$ cat src/rtl/ssm_pkg.sv
package ssm_pkg;
    localparam logic [1:0] MD_RAND = 2'd0;
    localparam logic [1:0] MD_OUT  = 2'd1;
    localparam logic [1:0] MD_IN   = 2'd2;

    localparam logic [1:0] SZ_8  = 2'd0;
    localparam logic [1:0] SZ_16 = 2'd1;
    localparam logic [1:0] SZ_32 = 2'd2;

    typedef enum logic [2:0] {
        ST_IDLE = 3'd0,
        ST_RAND = 3'd1,
        ST_SRC  = 3'd2,
        ST_SNK  = 3'd3,
        ST_END  = 3'd4
    } state_e;
endpackage

$ cat src/rtl/ssm_lane_map.sv
module ssm_lane_map
    import ssm_pkg::*;
#(
    parameter int AW = 4,
    localparam int TA_W = AW + 2
) (
    input  logic [1:0]      size,
    input  logic [TA_W:0]   taddr,
    input  logic [31:0]     wtok,
    input  logic [31:0]     rword,
    output logic [AW-1:0]   widx,
    output logic [3:0]      ben,
    output logic [31:0]     wword,
    output logic [31:0]     rtok,
    output logic            fits
);
    logic [1:0]  lane;
    logic [31:0] shifted;

    always_comb begin
        unique case (size)
            SZ_8: begin
                widx  = taddr[AW+1:2];
                lane  = taddr[1:0];
                fits  = (taddr[TA_W] == 1'b0);
                ben   = 4'b0001 << lane;
                wword = {4{wtok[7:0]}};
            end
            SZ_16: begin
                widx  = taddr[AW:1];
                lane  = {taddr[0], 1'b0};
                fits  = (taddr[TA_W:TA_W-1] == 2'b00);
                ben   = 4'b0011 << lane;
                wword = {2{wtok[15:0]}};
            end
            default: begin
                widx  = taddr[AW-1:0];
                lane  = 2'b00;
                fits  = (taddr[TA_W:TA_W-2] == 3'b000);
                ben   = 4'b1111;
                wword = wtok;
            end
        endcase
        shifted = rword >> {lane, 3'b000};
        unique case (size)
            SZ_8:    rtok = {24'b0, shifted[7:0]};
            SZ_16:   rtok = {16'b0, shifted[15:0]};
            default: rtok = shifted;
        endcase
    end
endmodule

$ cat src/rtl/ssm_store.sv
module ssm_store #(
    parameter int DEPTH = 16,
    localparam int AW = $clog2(DEPTH)
) (
    input  logic          clk,
    input  logic          we,
    input  logic [AW-1:0] widx,
    input  logic [3:0]    ben,
    input  logic [31:0]   wword,
    output logic [31:0]   rword
);
    logic [31:0] mem [DEPTH];

    always_ff @(posedge clk) begin
        if (we) begin
            for (int b = 0; b < 4; b++) begin
                if (ben[b]) mem[widx][8*b +: 8] <= wword[8*b +: 8];
            end
        end
    end

    assign rword = mem[widx];
endmodule

$ cat src/rtl/ssm_ctrl.sv
module ssm_ctrl
    import ssm_pkg::*;
#(
    parameter int AW = 4,
    localparam int TA_W = AW + 2,
    localparam int PW = TA_W + 1
) (
    input  logic            clk,
    input  logic            rst_n,
    input  logic            cfg_we,
    input  logic [1:0]      cfg_mode,
    input  logic [1:0]      cfg_size,
    input  logic [TA_W-1:0] cfg_lo,
    input  logic [TA_W-1:0] cfg_hi,
    input  logic            cmd_go,
    input  logic            cmd_stop,
    input  logic            ra_en,
    input  logic            ra_we,
    input  logic [TA_W-1:0] ra_addr,
    input  logic            so_ready,
    input  logic            si_valid,
    input  logic            fault_clr,
    input  logic            fits,
    input  logic [31:0]     rtok,
    output logic [1:0]      size_q,
    output logic [PW-1:0]   acc_addr,
    output logic            rand_sel,
    output logic            mem_we,
    output logic            so_valid,
    output logic            si_ready,
    output logic            busy,
    output logic            fault,
    output logic [PW-1:0]   fault_addr,
    output logic [31:0]     ra_rdata,
    output logic            ra_rvalid
);
    state_e          state_q, state_d;
    logic [1:0]      mode_q;
    logic [TA_W-1:0] lo_q, hi_q;
    logic [PW-1:0]   ptr_q;
    logic            fault_q;
    logic [PW-1:0]   faddr_q;
    logic [31:0]     rdata_q;
    logic            rvalid_q;

    logic seg_ok, fault_hit, cfg_ok, go_ok, step;

    // Output / datapath decode
    always_comb begin
        rand_sel  = (state_q == ST_RAND);
        acc_addr  = rand_sel ? {1'b0, ra_addr} : ptr_q;
        seg_ok    = (acc_addr >= {1'b0, lo_q}) && (acc_addr <= {1'b0, hi_q}) && fits;
        so_valid  = (state_q == ST_SRC) && seg_ok;
        si_ready  = (state_q == ST_SNK) && seg_ok;
        mem_we    = ((state_q == ST_SNK) && si_valid && seg_ok) ||
                    (rand_sel && ra_en && ra_we && seg_ok);
        fault_hit = (((state_q == ST_SRC) || (state_q == ST_SNK)) && !seg_ok) ||
                    (rand_sel && ra_en && !seg_ok);
        cfg_ok    = (state_q == ST_IDLE) && cfg_we &&
                    (cfg_mode != 2'd3) && (cfg_size != 2'd3);
        go_ok     = (state_q == ST_IDLE) && cmd_go;
        step      = (so_valid && so_ready) || (si_valid && si_ready);
        busy      = (state_q != ST_IDLE);
    end

    // Next-state logic
    always_comb begin
        state_d = state_q;
        unique case (state_q)
            ST_IDLE: if (cmd_go) begin
                unique case (mode_q)
                    MD_RAND: state_d = ST_RAND;
                    MD_OUT:  state_d = ST_SRC;
                    default: state_d = ST_SNK;
                endcase
            end
            ST_RAND: if (cmd_stop) state_d = ST_IDLE;
            ST_SRC, ST_SNK: begin
                if (cmd_stop)     state_d = ST_IDLE;
                else if (!seg_ok) state_d = ST_END;
            end
            ST_END:  if (cmd_stop) state_d = ST_IDLE;
            default: state_d = ST_IDLE;
        endcase
    end

    // State register
    always_ff @(posedge clk) begin
        if (!rst_n) state_q <= ST_IDLE;
        else        state_q <= state_d;
    end

    // Configuration, pointer, fault and read-data registers
    always_ff @(posedge clk) begin
        if (!rst_n) begin
            mode_q   <= MD_RAND;
            size_q   <= SZ_32;
            lo_q     <= '0;
            hi_q     <= '0;
            ptr_q    <= '0;
            fault_q  <= 1'b0;
            faddr_q  <= '0;
            rdata_q  <= '0;
            rvalid_q <= 1'b0;
        end else begin
            if (cfg_ok) begin
                mode_q <= cfg_mode;
                size_q <= cfg_size;
                lo_q   <= cfg_lo;
                hi_q   <= cfg_hi;
                ptr_q  <= {1'b0, cfg_lo};
            end else if (go_ok) begin
                ptr_q  <= {1'b0, lo_q};
            end else if (step) begin
                ptr_q  <= ptr_q + 1'b1;
            end
            if (fault_hit) begin
                fault_q <= 1'b1;
                if (!fault_q || fault_clr) faddr_q <= acc_addr;
            end else if (fault_clr) begin
                fault_q <= 1'b0;
            end
            rvalid_q <= rand_sel && ra_en && !ra_we && seg_ok;
            if (rand_sel && ra_en && !ra_we && seg_ok) rdata_q <= rtok;
        end
    end

    assign fault      = fault_q;
    assign fault_addr = faddr_q;
    assign ra_rdata   = rdata_q;
    assign ra_rvalid  = rvalid_q;

    assert_ptr_step_R6: assert property (@(posedge clk) disable iff (!rst_n)
        (state_q == ST_SRC && so_valid && so_ready) |=> (ptr_q == $past(ptr_q) + 1'b1))
        else $error("stream pointer did not advance by one");

    assert_cfg_frozen_R2: assert property (@(posedge clk) disable iff (!rst_n)
        busy |=> ($stable(lo_q) && $stable(hi_q) && $stable(mode_q) && $stable(size_q)))
        else $error("configuration changed while busy");

    assert_end_faulted_R7: assert property (@(posedge clk) disable iff (!rst_n)
        $rose(state_q == ST_END) |-> fault_q)
        else $error("halt without fault");

    assert_fault_sticky_R10: assert property (@(posedge clk) disable iff (!rst_n)
        (fault_q && !fault_clr) |=> fault_q)
        else $error("fault dropped without clear");

    assert_fault_addr_hold_R10: assert property (@(posedge clk) disable iff (!rst_n)
        (fault_q && !fault_clr) |=> $stable(faddr_q))
        else $error("fault address overwritten");

    assert_one_stream_R11: assert property (@(posedge clk) disable iff (!rst_n)
        !(so_valid && si_ready))
        else $error("both stream ports live");

    assert_no_fault_write_R9: assert property (@(posedge clk) disable iff (!rst_n)
        mem_we |-> !fault_hit)
        else $error("write on faulting access");
endmodule

$ cat src/rtl/seg_stream_mem.sv
module seg_stream_mem
    import ssm_pkg::*;
#(
    parameter int DEPTH = 16,
    localparam int AW = $clog2(DEPTH),
    localparam int TA_W = AW + 2,
    localparam int PW = TA_W + 1
) (
    input  logic            clk,
    input  logic            rst_n,
    input  logic            cfg_we,
    input  logic [1:0]      cfg_mode,
    input  logic [1:0]      cfg_size,
    input  logic [TA_W-1:0] cfg_lo,
    input  logic [TA_W-1:0] cfg_hi,
    input  logic            cmd_go,
    input  logic            cmd_stop,
    output logic            busy,
    input  logic            ra_en,
    input  logic            ra_we,
    input  logic [TA_W-1:0] ra_addr,
    input  logic [31:0]     ra_wdata,
    output logic [31:0]     ra_rdata,
    output logic            ra_rvalid,
    output logic            so_valid,
    input  logic            so_ready,
    output logic [31:0]     so_data,
    input  logic            si_valid,
    output logic            si_ready,
    input  logic [31:0]     si_data,
    output logic            fault,
    output logic [PW-1:0]   fault_addr,
    input  logic            fault_clr
);
    logic [1:0]    size_q;
    logic [PW-1:0] acc_addr;
    logic          rand_sel, mem_we, fits;
    logic [AW-1:0] widx;
    logic [3:0]    ben;
    logic [31:0]   wtok, wword, rword, rtok;

    assign wtok    = rand_sel ? ra_wdata : si_data;
    assign so_data = rtok;

    ssm_ctrl #(.AW(AW)) u_ctrl (
        .clk(clk), .rst_n(rst_n),
        .cfg_we(cfg_we), .cfg_mode(cfg_mode), .cfg_size(cfg_size),
        .cfg_lo(cfg_lo), .cfg_hi(cfg_hi),
        .cmd_go(cmd_go), .cmd_stop(cmd_stop),
        .ra_en(ra_en), .ra_we(ra_we), .ra_addr(ra_addr),
        .so_ready(so_ready), .si_valid(si_valid), .fault_clr(fault_clr),
        .fits(fits), .rtok(rtok),
        .size_q(size_q), .acc_addr(acc_addr), .rand_sel(rand_sel),
        .mem_we(mem_we), .so_valid(so_valid), .si_ready(si_ready),
        .busy(busy), .fault(fault), .fault_addr(fault_addr),
        .ra_rdata(ra_rdata), .ra_rvalid(ra_rvalid)
    );

    ssm_lane_map #(.AW(AW)) u_lane (
        .size(size_q), .taddr(acc_addr), .wtok(wtok), .rword(rword),
        .widx(widx), .ben(ben), .wword(wword), .rtok(rtok), .fits(fits)
    );

    ssm_store #(.DEPTH(DEPTH)) u_store (
        .clk(clk), .we(mem_we), .widx(widx), .ben(ben),
        .wword(wword), .rword(rword)
    );
endmodule

$ cat config.mk
export PLATFORM = sky130hd
export DESIGN_NAME = seg_stream_mem
export DESIGN_NICKNAME = d
export VERILOG_FILES = /design/src/rtl/ssm_pkg.sv /design/src/rtl/ssm_lane_map.sv /design/src/rtl/ssm_store.sv /design/src/rtl/ssm_ctrl.sv /design/src/rtl/seg_stream_mem.sv
export SDC_FILE = /design/constraint.sdc
export NUM_CORES = 1
export LEC_CHECK = 0
export ABC_AREA = 1
export ABC_CLOCK_PERIOD_IN_PS = 6500
export BUFFER_PORTS_ARGS = -buffer_cell sky130_fd_sc_hd__clkbuf_2
export CAP_MARGIN = 20
export CORE_ASPECT_RATIO = 1.1
export CORE_MARGIN = 3
export CORE_UTILIZATION = 45
export DETAILED_ROUTE_END_ITERATION = 7
export GPL_TIMING_DRIVEN = 0
export PLACE_DENSITY = 0.61
export SETUP_SLACK_MARGIN = 0.5
export SLEW_MARGIN = 25
export SYNTH_ARGS = -nofsm -noshare
export SYNTH_HDL_FRONTEND = slang
export SYNTH_HIERARCHICAL = 1
export SYNTH_SLANG_ARGS = --single-unit
$ cat constraint.sdc
create_clock -name clk -period 6.5 [get_ports clk]
set_input_delay 0.975 -clock clk [delete_from_list [all_inputs] [get_ports clk]]
set_output_delay 0.975 -clock clk [all_outputs]
set_load 0.01 [all_outputs]
==> metrics.csv, run 1 <==
metric,value,unit
Final GP Congestion,0.898,
"commonest non-fill, non-tap cells in the layout","nand2_1, edfxtp_1, clkbuf_2, inv_1, nor2_1",
"Max FO, Critical Path",10,
first-pass GRT wire length,118000,µm
I/O Buffers,171,
Max Slew Vio Count,0,
top-area cell type share of the netlist area,0.576,
Worst EP required,5.52,ns
Max Cap Violations,0,
Wirelength per Cell,20.2,µm
starting density of the core,0.455,
CTS tree,done,
post-DP HPWL,60100,µm
Worst Path Arrival,4.72,ns
die height,261,µm
Core Rows,93,
Tightest Pin Transition,0.988,ns
Vias/cell,5.16,
PwrDens,396,nW/µm²
die width,238,µm
clk_lat worst skew,0.63,ns
final cycle utilization of the critical path,0.877,
die area,62300,µm²
initial antenna violation count,0,
Max Clock Skew,0.0237,ns
pin count of the biggest net entering global routing,17,
worst reg-to-reg path cell count,19,
area grow syn2layout,14.9,%
"most common cell after layout, fill and taps aside",nand2_1,
final net count,3303,
Relative slew margins,0.340,
Tmin final,5.70,ns
largest area contributor in the netlist,edfxtp_1,
setup_tns,0,ns
vias in the first global route,19500,
WS Path Type,reg2out,
"Setup Fix Bufs, Post-CTS",0,
status,"finished, final reports clean",
reg2reg start,u_ctrl/state_q[2]$_SDFFE_PN0P_,
YS warnings,6,
Worst Slack Setup Final,0.802,ns
area of the multi-input gates,8530,µm²
CP Capture Type,output pin,
number of synthesized flops with an enable pin,512,
Worst R2R Setup Slack,1.53,ns
ANT cells,0,
"Reg clk slew, reported paths",0.06,ns
H-tree lvl count,2,
fillers,5431,
Worst Hold Class,reg2reg,
layout cell share with drive strength beyond 1,0.148,
clock buffer depth,3,
GRT Util Overall,0.255,
post-synthesis sequential area ratio,0.626,
Setup WS pre-CTS,0.924,ns
CP Capture Point,so_data[8],
worst r2r dst,u_store/mem[6][13]$_DFFE_PP_,
Critical path origin,u_ctrl/state_q[2]$_SDFFE_PN0P_,
drt initial violations,1821,
total chip power,12200,µW
final cell count without fillers,4004,
Core Area,58600,µm²
num ports,172,
CTS Buf Count,58,
hold buffers post-CTS,0,
synth unique cells,44,
critical path startpoint category,flip-flop,
CTS sink count,579,
global route overflow,0,
final setup vio count,0,
first drt pass iteration count,6,
ys flop type,edfxtp_1,
Mapped Nets,3061,
total number of vias,20600,
Synth Area per Inst,9.04,µm²
final hold violations,0,
RSZ-0062 raised after global routing,no,
largest cells by area after synthesis,"edfxtp_1, nand2_1, dfxtp_1",
Routed WL,80700,µm
leak pwr,0.0135,µW
Placed Cells incl. Taps,3894,
Antenna Nets Post-Route,0,
Yosys reg bits,579,
Root Driver,clkbuf_16,
post-route DRC violation count,0,
Syn Inst Count,2952,
fmax,0.175,GHz
Max VDD drop,0.230,mV
fraction of registers with async set/reset,0,
Reg area,16700,µm²
mapped cell area,26700,µm²
## registers in the layout, summed over array words and instances (netlist names)
register / count
u_ctrl/ra_rdata: 32
u_ctrl/ra_rvalid: 1
u_ctrl/ptr_q: 7
u_ctrl/hi_q: 6
u_store/mem: 512
u_ctrl/fault_addr: 7
u_ctrl/size_q: 2
u_ctrl/fault: 1
u_ctrl/state_q: 3
u_ctrl/mode_q: 2
u_ctrl/lo_q: 6
## power by group
part	total [µW]	switching [µW]	leakage [µW]	internal, µW
logic	4340	3160	0.00736	1180
clock network	3500	1470	0.000962	2030
registers	4310	31.2	0.00516	4280
total	12200	4660	0.0135	7490
## per-stage QoR
stage	hold WS [ns]	utilization	instance area, µm²
floorplan	0.435	-	26700
finish	0.462	0.523	30700
detailed placement	0.452	0.488	28600
global route	0.476	0.523	30700
CTS	0.461	0.522	30600
global placement	0.443	0.486	28500
## metal layers
metal,global-route usage,share of wire
met1,0.338,0.41
met2,0.431,0.49
met3,0.0382,0.071
met4,0.0857,0.033
met5,0,0
## synth_stat cells (2+ instances only)
cell / count
o21ai_2: 7
o21ai_1: 3
o21ai_0: 32
buf_2: 62
and2_1: 7
buf_6: 17
buf_4: 37
xor2_1: 2
inv_2: 5
nand3_2: 2
nand4_1: 8
nand3_1: 65
a21oi_2: 7
o211ai_1: 6
ha_1: 13
nor2_1: 121
o21bai_1: 2
edfxtp_1: 512
a22oi_1: 2
clkbuf_8: 3
a21boi_0: 3
nor3_1: 3
nand2_2: 14
nand2_4: 6
dfxtp_1: 67
nor2_2: 8
o221ai_1: 3
inv_1: 134
a21oi_1: 55
or2_2: 3
clkbuf_1: 30
nand2_1: 1701
## how the worst min path moves through the flow
stage / slack, ns / cells after the start / to / from
2_1_floorplan: 0.44 / 2 / u_ctrl/hi_q[1]$_SDFFE_PN0P_ / u_ctrl/hi_q[1]$_SDFFE_PN0P_
3_3_place_gp: 0.44 / 2 / u_ctrl/fault_addr[0]$_SDFFE_PN0P_ / u_ctrl/fault_addr[0]$_SDFFE_PN0P_
3_5_place_dp: 0.45 / 2 / u_ctrl/ra_rdata[0]$_SDFFE_PN0P_ / u_ctrl/ra_rdata[0]$_SDFFE_PN0P_
4_1_cts: 0.46 / 2 / u_ctrl/ra_rdata[0]$_SDFFE_PN0P_ / u_ctrl/ra_rdata[0]$_SDFFE_PN0P_
5_1_grt: 0.48 / 2 / u_ctrl/ra_rdata[0]$_SDFFE_PN0P_ / u_ctrl/ra_rdata[0]$_SDFFE_PN0P_
6_report: 0.46 / 2 / u_ctrl/lo_q[2]$_SDFFE_PN0P_ / u_ctrl/lo_q[2]$_SDFFE_PN0P_
## cell families (layout without fill, tap and decap cells)
kind of cell    count (synthesis)  after routing  share of synthesized area
simple gates                 1943           1943                      0.284
flops                         579            579                      0.626
buf+inv                       294            586                     0.0564
fa+ha+maj                      13             13                    0.00610
xor+xnor                        2              2                   0.000657
compound gates                121            121                     0.0264
## layout make-up
| type | count | share of cell area |
|---|---|---|
| tap | 760 | 0.0310 |
| multi-input combinational | 2079 | 0.278 |
| sequential | 579 | 0.545 |
| clock inverter | 43 | 0.0151 |
| buffer | 152 | 0.0319 |
| timing repair buffer | 182 | 0.0304 |
| inverter | 142 | 0.0177 |
| clock buffer | 67 | 0.0504 |
## worst max-delay path, stage by stage (launching register included)
cell	delay, ns
dfxtp_1	0.33
inv_1	0.14
nand3_4	0.14
inv_1	0.09
buf_2	0.20
or2_2	0.15
o21ai_2	0.08
inv_1	0.10
clkbuf_2	0.23
clkbuf_4	0.26
inv_1	0.08
o221ai_1	0.24
buf_6	0.21
buf_6	0.22
buf_2	0.31
nand2_1	0.08
nand2_1	0.08
nand2_1	0.05
nand2_1	0.12
nand2_1	0.06
nand2_1	0.12
inv_1	0.06
nand2_1	0.20
nand3_1	0.13
a21oi_2	0.23
clkbuf_2	0.18
## timing repair
action,4_1_cts,5_1_grt
hold endpoints to repair,0,0
gates cloned,0,0
resized for setup,2,21
setup endpoints to repair,19,27
Note: power is estimated with default switching activity, not from simulation.
==> run 2: changes to the inputs <==
--- a/config.mk
+++ b/config.mk
@@ -13,6 +13,6 @@
 export CORE_MARGIN = 3
-export CORE_UTILIZATION = 45
+export CORE_UTILIZATION = 66
 export DETAILED_ROUTE_END_ITERATION = 7
 export GPL_TIMING_DRIVEN = 0
-export PLACE_DENSITY = 0.61
+export PLACE_DENSITY = 0.85
 export SETUP_SLACK_MARGIN = 0.5
==> constraint.sdc (replaced) <==
create_clock -name clk -period 6.5 [get_ports clk]
set_input_delay 0.325 -clock clk [delete_from_list [all_inputs] [get_ports clk]]
set_output_delay 0.325 -clock clk [all_outputs]
set_load 0.01 [all_outputs]
==> metrics.csv, run 2 (synthesis results as in run 1) <==
metric,value,unit,change
Final GP Congestion,0.976,,was 0.898
worst reg-to-reg path cell count,27,,was 19
initial antenna violation count,0,,unchanged
Top reg by flops,u_store/mem,,unchanged
Core Rows,76,,was 93
Placed Cells incl. Taps,3644,,was 3894
Worst Path Arrival,5.40,ns,was 4.72 ns
Max Slew Vio Count,0,,unchanged
pin count of the biggest net entering global routing,17,,unchanged
vias in the first global route,20800,,was 19500
status,"finished, final reports clean",,unchanged
post-route DRC violation count,0,,unchanged
Vias/cell,5.78,,was 5.16
first drt pass iteration count,6,,unchanged
"Setup Fix Bufs, Post-CTS",0,,unchanged
CTS Buf Count,55,,was 58
leak pwr,0.0134,µW,was 0.0135 µW
final cycle utilization of the critical path,0.881,,was 0.877
number of flip-flops in the largest register,512,,unchanged
"Reg clk slew, reported paths",0.06,ns,about the same
Max Cap Violations,0,,unchanged
Relative slew margins,0.332,,was 0.340
Routed WL,78000,µm,was 80700 µm
Worst Hold Class,in2reg,,was reg2reg
Worst R2R Setup Slack,1.55,ns,was 1.53 ns
Max VDD drop,0.281,mV,was 0.230 mV
H-tree lvl count,2,,unchanged
"Max FO, Critical Path",11,,was 10
CTS tree,done,,unchanged
global route overflow,0,,unchanged
fmax,0.175,GHz,about the same
total number of vias,21700,,was 20600
starting density of the core,0.675,,was 0.455
Root Driver,clkbuf_16,,unchanged
CTS sink count,579,,unchanged
final net count,3309,,was 3303
Wirelength per Cell,20.8,µm,was 20.2 µm
"commonest non-fill, non-tap cells in the layout","nand2_1, edfxtp_1, clkbuf_2, inv_1, nor2_1",,unchanged
I/O Buffers,171,,unchanged
clock buffer depth,3,,unchanged
hold depth,3,,was 2
area grow syn2layout,12.9,%,was 14.9%
final hold violations,0,,unchanged
Tightest Pin Transition,0.998,ns,was 0.988 ns
post-DP HPWL,56200,µm,was 60100 µm
Max Clock Skew,0.0314,ns,was 0.0237 ns
num ports,172,,unchanged
GRT Util Overall,0.359,,was 0.255
"most common cell after layout, fill and taps aside",nand2_1,,unchanged
Core Area,39600,µm²,was 58600 µm²
final cell count without fillers,3751,,was 4004
CP Capture Type,output pin,,unchanged
fillers,2603,,was 5431
PwrDens,392,nW/µm²,was 396 nW/µm²
setup_tns,0,ns,unchanged
die height,217,µm,was 261 µm
final setup vio count,0,,unchanged
drt initial violations,2737,,was 1821
Worst EP required,6.17,ns,was 5.52 ns
first-pass GRT wire length,115000,µm,was 118000 µm
clk_lat worst skew,0.63,ns,about the same
die area,42900,µm²,was 62300 µm²
die width,198,µm,was 238 µm
Antenna Nets Post-Route,0,,unchanged
layout cell share with drive strength beyond 1,0.138,,was 0.148
RSZ-0062 raised after global routing,no,,unchanged
Tmin final,5.73,ns,was 5.70 ns
WS Path Type,reg2out,,unchanged
critical path startpoint category,flip-flop,,unchanged
==> run 2: cell count changes in the layout (fill, tap and decap cells not counted), moves of 5 or more <==
cell and delta:
nand2_2 -6, clkinvlp_4 -9, dlygate4sd3_1 +6, clkinv_2 -5, clkinv_1 +7, clkbuf_1 +6, nand2_1 +6
==> run 2: path summary, 6_finish.rpt <==
kind	start	to
worst max-delay path	u_ctrl/state_q[0]$_SDFFE_PN0P_	so_data[12]
worst min-delay path	cfg_lo[1]	u_ctrl/lo_q[1]$_SDFFE_PN0P_
worst max register to register	u_ctrl/state_q[0]$_SDFFE_PN0P_	u_ctrl/ra_rdata[12]$_SDFFE_PN0P_
worst min register to register	u_ctrl/fault_addr[5]$_SDFFE_PN0P_	u_ctrl/fault_addr[5]$_SDFFE_PN0P_
==> run 2: power by group <==
group	leakage (µW)	total [µW]	internal (µW)	switching, µW
combinational	0.00739	4350	1180	3170
clock	0.000848	3150	1790	1360
sequential	0.00516	4310	4280	31.2
==> run 2: cell type report <==
cell class / count / area, µm² / share of cell area
diodes: 1 / 2.50 / 0.0000830
clock inverters: 36 / 342 / 0.0113
inverters: 142 / 543 / 0.0180
flip-flops and latches: 579 / 16700 / 0.555
multi-input cells: 2079 / 8480 / 0.281
clock buffers: 64 / 1410 / 0.0468
well taps: 507 / 634 / 0.0210
repair buffers: 191 / 1040 / 0.0346
plain buffers: 152 / 963 / 0.0320
==> run 2: per-layer routing <==
layer	track usage	up-vias	part of all wire
met1	0.439	9868	0.34
li1	-	9916	-
met3	0.0814	344	0.13
met5	0	-	0
met2	0.587	1548	0.47
met4	0.214	0	0.071
==> run 2: repair_timing <==
action / 4_1_cts / 5_1_grt
endpoints found under the setup margin: 0 / 1
hold buffers: 6 / 0
resized for setup: 0 / 2
hold endpoints to repair: 6 / 0
==> run 2: through the flow <==
| stage | hold slack (ns) | setup slack (ns) | total power, µW | area [µm²] | utilization |
|---|---|---|---|---|---|
| 2_1_floorplan | 0.435 | 3.06 | 6980 | 26700 | - |
| 3_3_place_gp | 0.449 | 1.70 | 8380 | 28200 | 0.712 |
| 3_5_place_dp | 0.453 | 1.59 | 8520 | 28300 | 0.716 |
| 4_1_cts | 0.00364 | 0.885 | 11700 | 30100 | 0.762 |
| 5_1_grt | 0.0200 | 0.560 | 12300 | 30100 | 0.762 |
| 6_report | 0.0332 | 0.771 | 11800 | 30100 | 0.762 |
==> run 2: critical path: stages, from the launching register on <==
cell	delay, ns
dfxtp_1	0.48
nand3_4	0.16
inv_1	0.11
buf_2	0.22
or2_2	0.13
o21ai_0	0.16
inv_1	0.14
clkbuf_2	0.26
buf_1	0.45
inv_1	0.14
o221ai_1	0.25
buf_6	0.21
buf_6	0.21
buf_2	0.38
nand2_1	0.12
nand2_1	0.09
nand2_1	0.05
nand2_1	0.07
nand2_1	0.05
nand2_1	0.07
inv_1	0.05
nand2_1	0.26
nand2_1	0.09
nand2_1	0.07
nand2_1	0.08
nor2_1	0.26
clkbuf_2	0.20
